===== src/rtl/rf_trip_pkg.sv =====
package rf_trip_pkg;
  localparam int unsigned DEF_NCH  = 8;
  localparam int unsigned DEF_NARC = 14;
  localparam int unsigned DEF_LW   = 12;
  localparam int unsigned DEF_CW   = 16;
endpackage


===== src/rtl/rf_chan_timer.sv =====
module rf_chan_timer #(
  parameter int unsigned LW = 12,
  parameter int unsigned CW = 16
) (
  input  logic          clk_i,
  input  logic          rst_ni,
  input  logic          gate_i,
  input  logic          en_i,
  input  logic [LW-1:0] level_i,
  input  logic [LW-1:0] thresh_i,
  input  logic [CW-1:0] limit_i,
  output logic          fault_o
);
  localparam logic [CW-1:0] CNT_MAX = '1;

  logic          over;
  logic [CW-1:0] run_q;

  assign over = gate_i && (level_i > thresh_i);

  // run_q counts prior consecutive over-threshold cycles, saturating
  always_ff @(posedge clk_i or negedge rst_ni) begin
    if (!rst_ni)              run_q <= '0;
    else if (!over)           run_q <= '0;
    else if (run_q != CNT_MAX) run_q <= run_q + 1'b1;
  end

  assign fault_o = en_i && over && (run_q >= limit_i);
endmodule


===== src/rtl/rf_trip_latch.sv =====
module rf_trip_latch #(
  parameter int unsigned NSRC = 24
) (
  input  logic            clk_i,
  input  logic            rst_ni,
  input  logic [NSRC-1:0] fault_i,
  input  logic            clear_i,
  output logic            trip_a_o,
  output logic            trip_b_o,
  output logic [NSRC-1:0] src_o
);
  logic            trip_a_q, trip_b_q;
  logic [NSRC-1:0] src_q;
  logic            any_fault;

  assign any_fault = |fault_i;

  // two independent flops drive the redundant lines
  always_ff @(posedge clk_i or negedge rst_ni) begin
    if (!rst_ni) begin
      trip_a_q <= 1'b0;
      trip_b_q <= 1'b0;
    end else if (clear_i) begin
      trip_a_q <= 1'b0;
      trip_b_q <= 1'b0;
    end else if (any_fault) begin
      trip_a_q <= 1'b1;
      trip_b_q <= 1'b1;
    end
  end

  always_ff @(posedge clk_i or negedge rst_ni) begin
    if (!rst_ni)                      src_q <= '0;
    else if (clear_i)                 src_q <= '0;
    else if (!trip_a_q && any_fault)  src_q <= fault_i;
  end

  assign trip_a_o = trip_a_q;
  assign trip_b_o = trip_b_q;
  assign src_o    = src_q;
endmodule


===== src/rtl/rf_trip_monitor.sv =====
module rf_trip_monitor
  import rf_trip_pkg::*;
#(
  parameter int unsigned NCH  = DEF_NCH,
  parameter int unsigned NARC = DEF_NARC,
  parameter int unsigned LW   = DEF_LW,
  parameter int unsigned CW   = DEF_CW,
  localparam int unsigned NSRC = NCH + NARC + 2
) (
  input  logic              clk_i,
  input  logic              rst_ni,
  input  logic              gate_i,
  input  logic [NCH*LW-1:0] level_i,
  input  logic [NCH*LW-1:0] thresh_i,
  input  logic [NCH*CW-1:0] limit_i,
  input  logic [NCH-1:0]    ch_en_i,
  input  logic [NARC-1:0]   arc_i,
  input  logic [NARC-1:0]   arc_en_i,
  input  logic              sw_req_i,
  input  logic              sw_en_i,
  input  logic              vac_ok_i,
  input  logic              clear_i,
  output logic              trip_a_o,
  output logic              trip_b_o,
  output logic [NSRC-1:0]   first_src_o
);
  localparam int unsigned SRC_ARC = NCH;
  localparam int unsigned SRC_SW  = NCH + NARC;
  localparam int unsigned SRC_VAC = NCH + NARC + 1;

  logic [NCH-1:0]  ch_fault;
  logic [NSRC-1:0] fault;

  for (genvar c = 0; c < NCH; c++) begin : g_ch
    rf_chan_timer #(.LW(LW), .CW(CW)) u_tmr (
      .clk_i    (clk_i),
      .rst_ni   (rst_ni),
      .gate_i   (gate_i),
      .en_i     (ch_en_i[c]),
      .level_i  (level_i[c*LW +: LW]),
      .thresh_i (thresh_i[c*LW +: LW]),
      .limit_i  (limit_i[c*CW +: CW]),
      .fault_o  (ch_fault[c])
    );
  end

  always_comb begin
    fault                     = '0;
    fault[NCH-1:0]            = ch_fault;
    fault[SRC_ARC +: NARC]    = arc_i & arc_en_i;
    fault[SRC_SW]             = sw_req_i & sw_en_i;
    fault[SRC_VAC]            = ~vac_ok_i;  // no mask by design
  end

  rf_trip_latch #(.NSRC(NSRC)) u_latch (
    .clk_i    (clk_i),
    .rst_ni   (rst_ni),
    .fault_i  (fault),
    .clear_i  (clear_i),
    .trip_a_o (trip_a_o),
    .trip_b_o (trip_b_o),
    .src_o    (first_src_o)
  );
endmodule


===== config.mk =====
export PLATFORM = sky130hd
export DESIGN_NAME = rf_trip_monitor
export DESIGN_NICKNAME = d
export VERILOG_FILES = /design/src/rtl/rf_trip_pkg.sv /design/src/rtl/rf_chan_timer.sv /design/src/rtl/rf_trip_latch.sv /design/src/rtl/rf_trip_monitor.sv
export SDC_FILE = /design/constraint.sdc
export NUM_CORES = 1
export LEC_CHECK = 0
export ABC_AREA = 1
export BUFFER_PORTS_ARGS = -buffer_cell sky130_fd_sc_hd__buf_2
export CAP_MARGIN = 20
export CORE_UTILIZATION = 59
export CTS_CLUSTER_DIAMETER = 120
export DETAILED_ROUTE_END_ITERATION = 6
export PLACE_DENSITY = 0.95
export SKIP_CTS_REPAIR_TIMING = 1
export SKIP_LAST_GASP = 1
export SYNTH_ARGS = -nofsm -noshare
export SYNTH_HDL_FRONTEND = slang
export SYNTH_SLANG_ARGS = --single-unit

===== constraint.sdc =====
create_clock -name clk_i -period 4.7 [get_ports clk_i]
set_input_delay 0.235 -clock clk_i [delete_from_list [all_inputs] [get_ports clk_i]]
set_output_delay 0.235 -clock clk_i [all_outputs]
set_load 0.01 [all_outputs]

==> flow_results.xml <==
<?xml version="1.0" encoding="UTF-8"?>
<metrics>
  <group name="timing">
    <metric name="hold_viol" unit="">0</metric>
    <metric name="finalClockSkew" unit="ps">12.3</metric>
    <metric name="setup-violations-final" unit="">0</metric>
    <metric name="rsz0062_at_grt" unit="">no</metric>
    <metric name="slew_headroom" unit="%">36.6</metric>
    <metric name="layout_setup_ws" unit="ps">2170</metric>
    <metric name="finalHoldWorstSlack" unit="ps">130</metric>
    <metric name="fmax" unit="GHz">0.395</metric>
    <metric name="worstMarginPinSlew" unit="ps">949</metric>
    <metric name="final.period_utilization" unit="%">53.8</metric>
    <metric name="finalSetupTns" unit="ps">0</metric>
    <metric name="timing_max_transition_violations_final" unit="">0</metric>
    <metric name="fin_crit" unit="ps">2530</metric>
  </group>
  <group name="clocking">
    <metric name="ctsRootBufferMaster" unit="">sky130_fd_sc_hd__clkbuf_16</metric>
    <metric name="cts.sinks" unit="">153</metric>
    <metric name="tritoncts" unit="">yes</metric>
    <metric name="clkTransAtPathRegs" unit="ps">70</metric>
    <metric name="cts_max_level" unit="">4</metric>
    <metric name="clock_insertion_delay_worst_skew" unit="ps">430</metric>
    <metric name="cts_bufs_inserted" unit="">17</metric>
    <metric name="ctsLongestPathBuffers" unit="">2</metric>
  </group>
  <group name="finish">
    <metric name="syn2layout_area_growth" unit="%">20.3</metric>
    <metric name="layout-drive-gt1-share" unit="%">19.8</metric>
    <metric name="finalNonFillerCells" unit="">2738</metric>
    <metric name="fin_nets" unit="">2999</metric>
  </group>
  <group name="routing">
    <metric name="drc_errors" unit="">0</metric>
    <metric name="detailroute.via_count" unit="">14700</metric>
    <metric name="vias_per_cell" unit="">5.36</metric>
    <metric name="firstDrtPassIters" unit="">6</metric>
    <metric name="drt-initial-drc-count" unit="">1060</metric>
    <metric name="drt.antenna.violating_nets" unit="">0</metric>
    <metric name="average_wire_length_per_cell_after_detail_routing" unit="µm">13.9</metric>
    <metric name="postRouteWirelength" unit="mm">38.2</metric>
  </group>
  <group name="setup_path">
    <metric name="terminus_of_the_critical_flop_to_flop_path" unit="">u_latch.src_o[0]$_DFFE_PN0P_</metric>
    <metric name="worstSetupStartpoint" unit="">g_ch[1].u_tmr.run_q[3]$_DFFE_PN0P_</metric>
    <metric name="rr_startpoint" unit="">g_ch[1].u_tmr.run_q[3]$_DFFE_PN0P_</metric>
    <metric name="timing.critical_path.cells" unit="">ha_1 &gt; nand2_1 &gt; o21ai_0 &gt; nand2_1 &gt; nand2_1 &gt; nand2_1 &gt; nand2_1 &gt; nor2_1 &gt; nor2_1 &gt; nor2_2 &gt; nand2_4 &gt; nand2_8 &gt; nand3_1 &gt; nand2_1</metric>
    <metric name="rr_worst_depth" unit="">14</metric>
    <metric name="cp.depth" unit="">14</metric>
    <metric name="worst_setup_path_endpoint" unit="">u_latch.src_o[0]$_DFFE_PN0P_</metric>
    <metric name="crit_path_frequent_cell" unit="">sky130_fd_sc_hd__nand2_1</metric>
    <metric name="path_class" unit="">flip-flop to flip-flop</metric>
    <metric name="critical-path-top-delay-family" unit="">simple AND/OR/NAND/NOR gates</metric>
    <metric name="worst_setup_path_end_kind" unit="">flip-flop</metric>
    <metric name="critical_path.max_fanout" unit="">25</metric>
    <metric name="r2r_slack" unit="ps">2170</metric>
    <metric name="critical_path_buf_inv_count" unit="">0</metric>
    <metric name="cell_with_the_largest_stage_delay_on_the_worst_path" unit="">sky130_fd_sc_hd__dfrtp_1</metric>
    <metric name="worstPathArrival" unit="ps">2830</metric>
    <metric name="cp_slowest_stage_delay" unit="ps">450</metric>
    <metric name="start_kind" unit="">flip-flop</metric>
    <metric name="critPathRequiredTime" unit="ps">5000</metric>
  </group>
  <group name="place">
    <metric name="final_weighted_congestion_of_routability_driven_global_placement" unit="">0.915</metric>
    <metric name="dp_slack" unit="ps">2130</metric>
    <metric name="dp_wirelength" unit="mm">31.4</metric>
    <metric name="io_buffers" unit="">388</metric>
    <metric name="place.detailed.instances" unit="">2702</metric>
  </group>
  <group name="yosys">
    <metric name="syn_nets" unit="">2609</metric>
    <metric name="synth-warning-count" unit="">0</metric>
    <metric name="synthCells" unit="">2014</metric>
    <metric name="post_synth_instance_area" unit="µm²">14200</metric>
    <metric name="most_instantiated_library_cell_after_synthesis" unit="">sky130_fd_sc_hd__inv_1</metric>
    <metric name="synthTopCellsByArea" unit="">sky130_fd_sc_hd__dfrtp_1 (27%), sky130_fd_sc_hd__ha_1 (20%), sky130_fd_sc_hd__inv_1 (12%)</metric>
    <metric name="seq_area_frac_synth" unit="%">27.0</metric>
    <metric name="async_flop_share" unit="%">100</metric>
    <metric name="ys.flop_type" unit="">sky130_fd_sc_hd__dfrtp_1</metric>
    <metric name="synth_unique_cells" unit="">43</metric>
    <metric name="yosys-top-cells-count" unit="">sky130_fd_sc_hd__inv_1 (469), sky130_fd_sc_hd__nand2_1 (391), sky130_fd_sc_hd__ha_1 (232)</metric>
    <metric name="netlist.area_leader.share" unit="%">27.0</metric>
    <metric name="syn-mean-instance-area" unit="µm²">7.04</metric>
    <metric name="synth_edf_count" unit="">0</metric>
    <metric name="synth-seq-cells" unit="">153</metric>
    <metric name="synth_largest_area_cell" unit="">sky130_fd_sc_hd__dfrtp_1</metric>
  </group>
  <group name="grt">
    <metric name="overflow" unit="">0</metric>
    <metric name="number_of_global_route_vias_before_repair" unit="">14100</metric>
    <metric name="global_route.usage.total" unit="%">31.4</metric>
    <metric name="number_of_antenna_violations_at_the_first_check_in_global_routing" unit="">3</metric>
    <metric name="grt_pass1_wl" unit="mm">62.3</metric>
    <metric name="grt_start_max_net_pins" unit="">107</metric>
  </group>
  <group name="floorplan">
    <metric name="die_w" unit="µm">157</metric>
    <metric name="boundaryPins" unit="">389</metric>
    <metric name="design.die.area" unit="µm²">24700</metric>
    <metric name="row_count" unit="">56</metric>
    <metric name="core-area" unit="µm²">23500</metric>
    <metric name="initial_utilization" unit="%">60.2</metric>
    <metric name="die_height" unit="µm">157</metric>
  </group>
  <group name="pwr">
    <metric name="leakagePower" unit="µW">0.0102</metric>
    <metric name="power_density" unit="nW/µm²">200</metric>
    <metric name="worst_ir_drop_vdd" unit="mV">0.153</metric>
  </group>
  <group name="worst_hold_path">
    <metric name="hp-class" unit="">primary input to flip-flop</metric>
  </group>
  <group name="status">
    <metric name="run_status" unit="">finished clean</metric>
  </group>
  <group name="job">
    <metric name="max_cap_violations" unit="">0</metric>
  </group>
</metrics>
-- cell families after synthesis --
family	share of synthesized area, %
AOI/OAI and AO/OA	10.6
xor gates and xnor gates	1.54
adders and majority gates	20.5
buffers and inverters	13.4
DFF	27.0
and+or+nand+nor	26.9
-- flip-flops by register name, summed over array words and instances, names as in the netlist --
| register | flops |
|---|---|
| u_latch.src_o | 24 |
| u_latch.trip_a_o | 1 |
| g_ch.u_tmr.run_q | 128 |
-- through the flow --
stage | utilization, % | instance area [µm²] | power, µW
after floorplan | - | 14200 | 1720
after global placement | 69.7 | 16400 | 1960
after detailed placement | 69.7 | 16400 | 2000
after CTS | 72.3 | 17000 | 3430
after global routing | 72.5 | 17100 | 3590
final | 72.5 | 17100 | 3420
-- tightest hold or removal path, cell delays in order --
cell and delay (ps):
sky130_fd_sc_hd__buf_2 110, sky130_fd_sc_hd__inv_1 50, sky130_fd_sc_hd__nand4_1 80, sky130_fd_sc_hd__nand2_1 50
-- worst min-delay path by stage --
stage,start,to,depth (start not counted)
2_1_floorplan,rst_ni,g_ch[0].u_tmr.run_q[0]$_DFFE_PN0P_,0
5_1_grt,vac_ok_i,u_latch.src_o[23]$_DFFE_PN0P_,4
4_1_cts,rst_ni,g_ch[1].u_tmr.run_q[14]$_DFFE_PN0P_,1
3_5_place_dp,rst_ni,g_ch[1].u_tmr.run_q[14]$_DFFE_PN0P_,1
3_3_place_gp,rst_ni,g_ch[1].u_tmr.run_q[14]$_DFFE_PN0P_,1
6_report,vac_ok_i,u_latch.src_o[23]$_DFFE_PN0P_,4
-- layer usage --
| layer | global-route usage (%) | share of wire [%] | vias up |
|---|---|---|---|
| met3 | 6.14 | 7.1 | 134 |
| met1 | 37.0 | 40 | 6659 |
| met4 | 14.2 | 3.9 | 2 |
| li1 | - | - | 7258 |
| met2 | 55.1 | 49 | 620 |
| met5 | 0 | 0.021 | - |
-- where the power goes --
part           total, µW  internal (µW)  switching, µW
clock network       1430            809            618
logic                644            276            368
registers           1350           1330           15.0
-- layout by cell type, fill, tap and decap left out, types with 21 or more instances in the layout --
cell / instances
sky130_fd_sc_hd__nor2_1: 176
sky130_fd_sc_hd__nand2_1: 391
sky130_fd_sc_hd__a211oi_1: 25
sky130_fd_sc_hd__buf_2: 387
sky130_fd_sc_hd__dfrtp_1: 153
sky130_fd_sc_hd__inv_1: 468
sky130_fd_sc_hd__a21oi_1: 110
sky130_fd_sc_hd__nand3_2: 25
sky130_fd_sc_hd__nor3_1: 49
sky130_fd_sc_hd__o21ai_0: 79
sky130_fd_sc_hd__nand4_1: 57
sky130_fd_sc_hd__nand3_1: 100
sky130_fd_sc_hd__ha_1: 232
sky130_fd_sc_hd__xor2_1: 21
-- cell type report --
| class | count | area (µm²) |
|---|---|---|
| diodes | 2 | 5.00 |
| repair buffers | 391 | 1990 |
| inverters | 474 | 1780 |
| flip-flops and latches | 153 | 3830 |
| fillers | 1827 | 6480 |
| clock inverters | 14 | 176 |
| multi-input cells | 1367 | 8450 |
| well taps | 319 | 399 |
| clock buffers | 18 | 429 |
No activity file was read; power rests on OpenSTA's default activity.
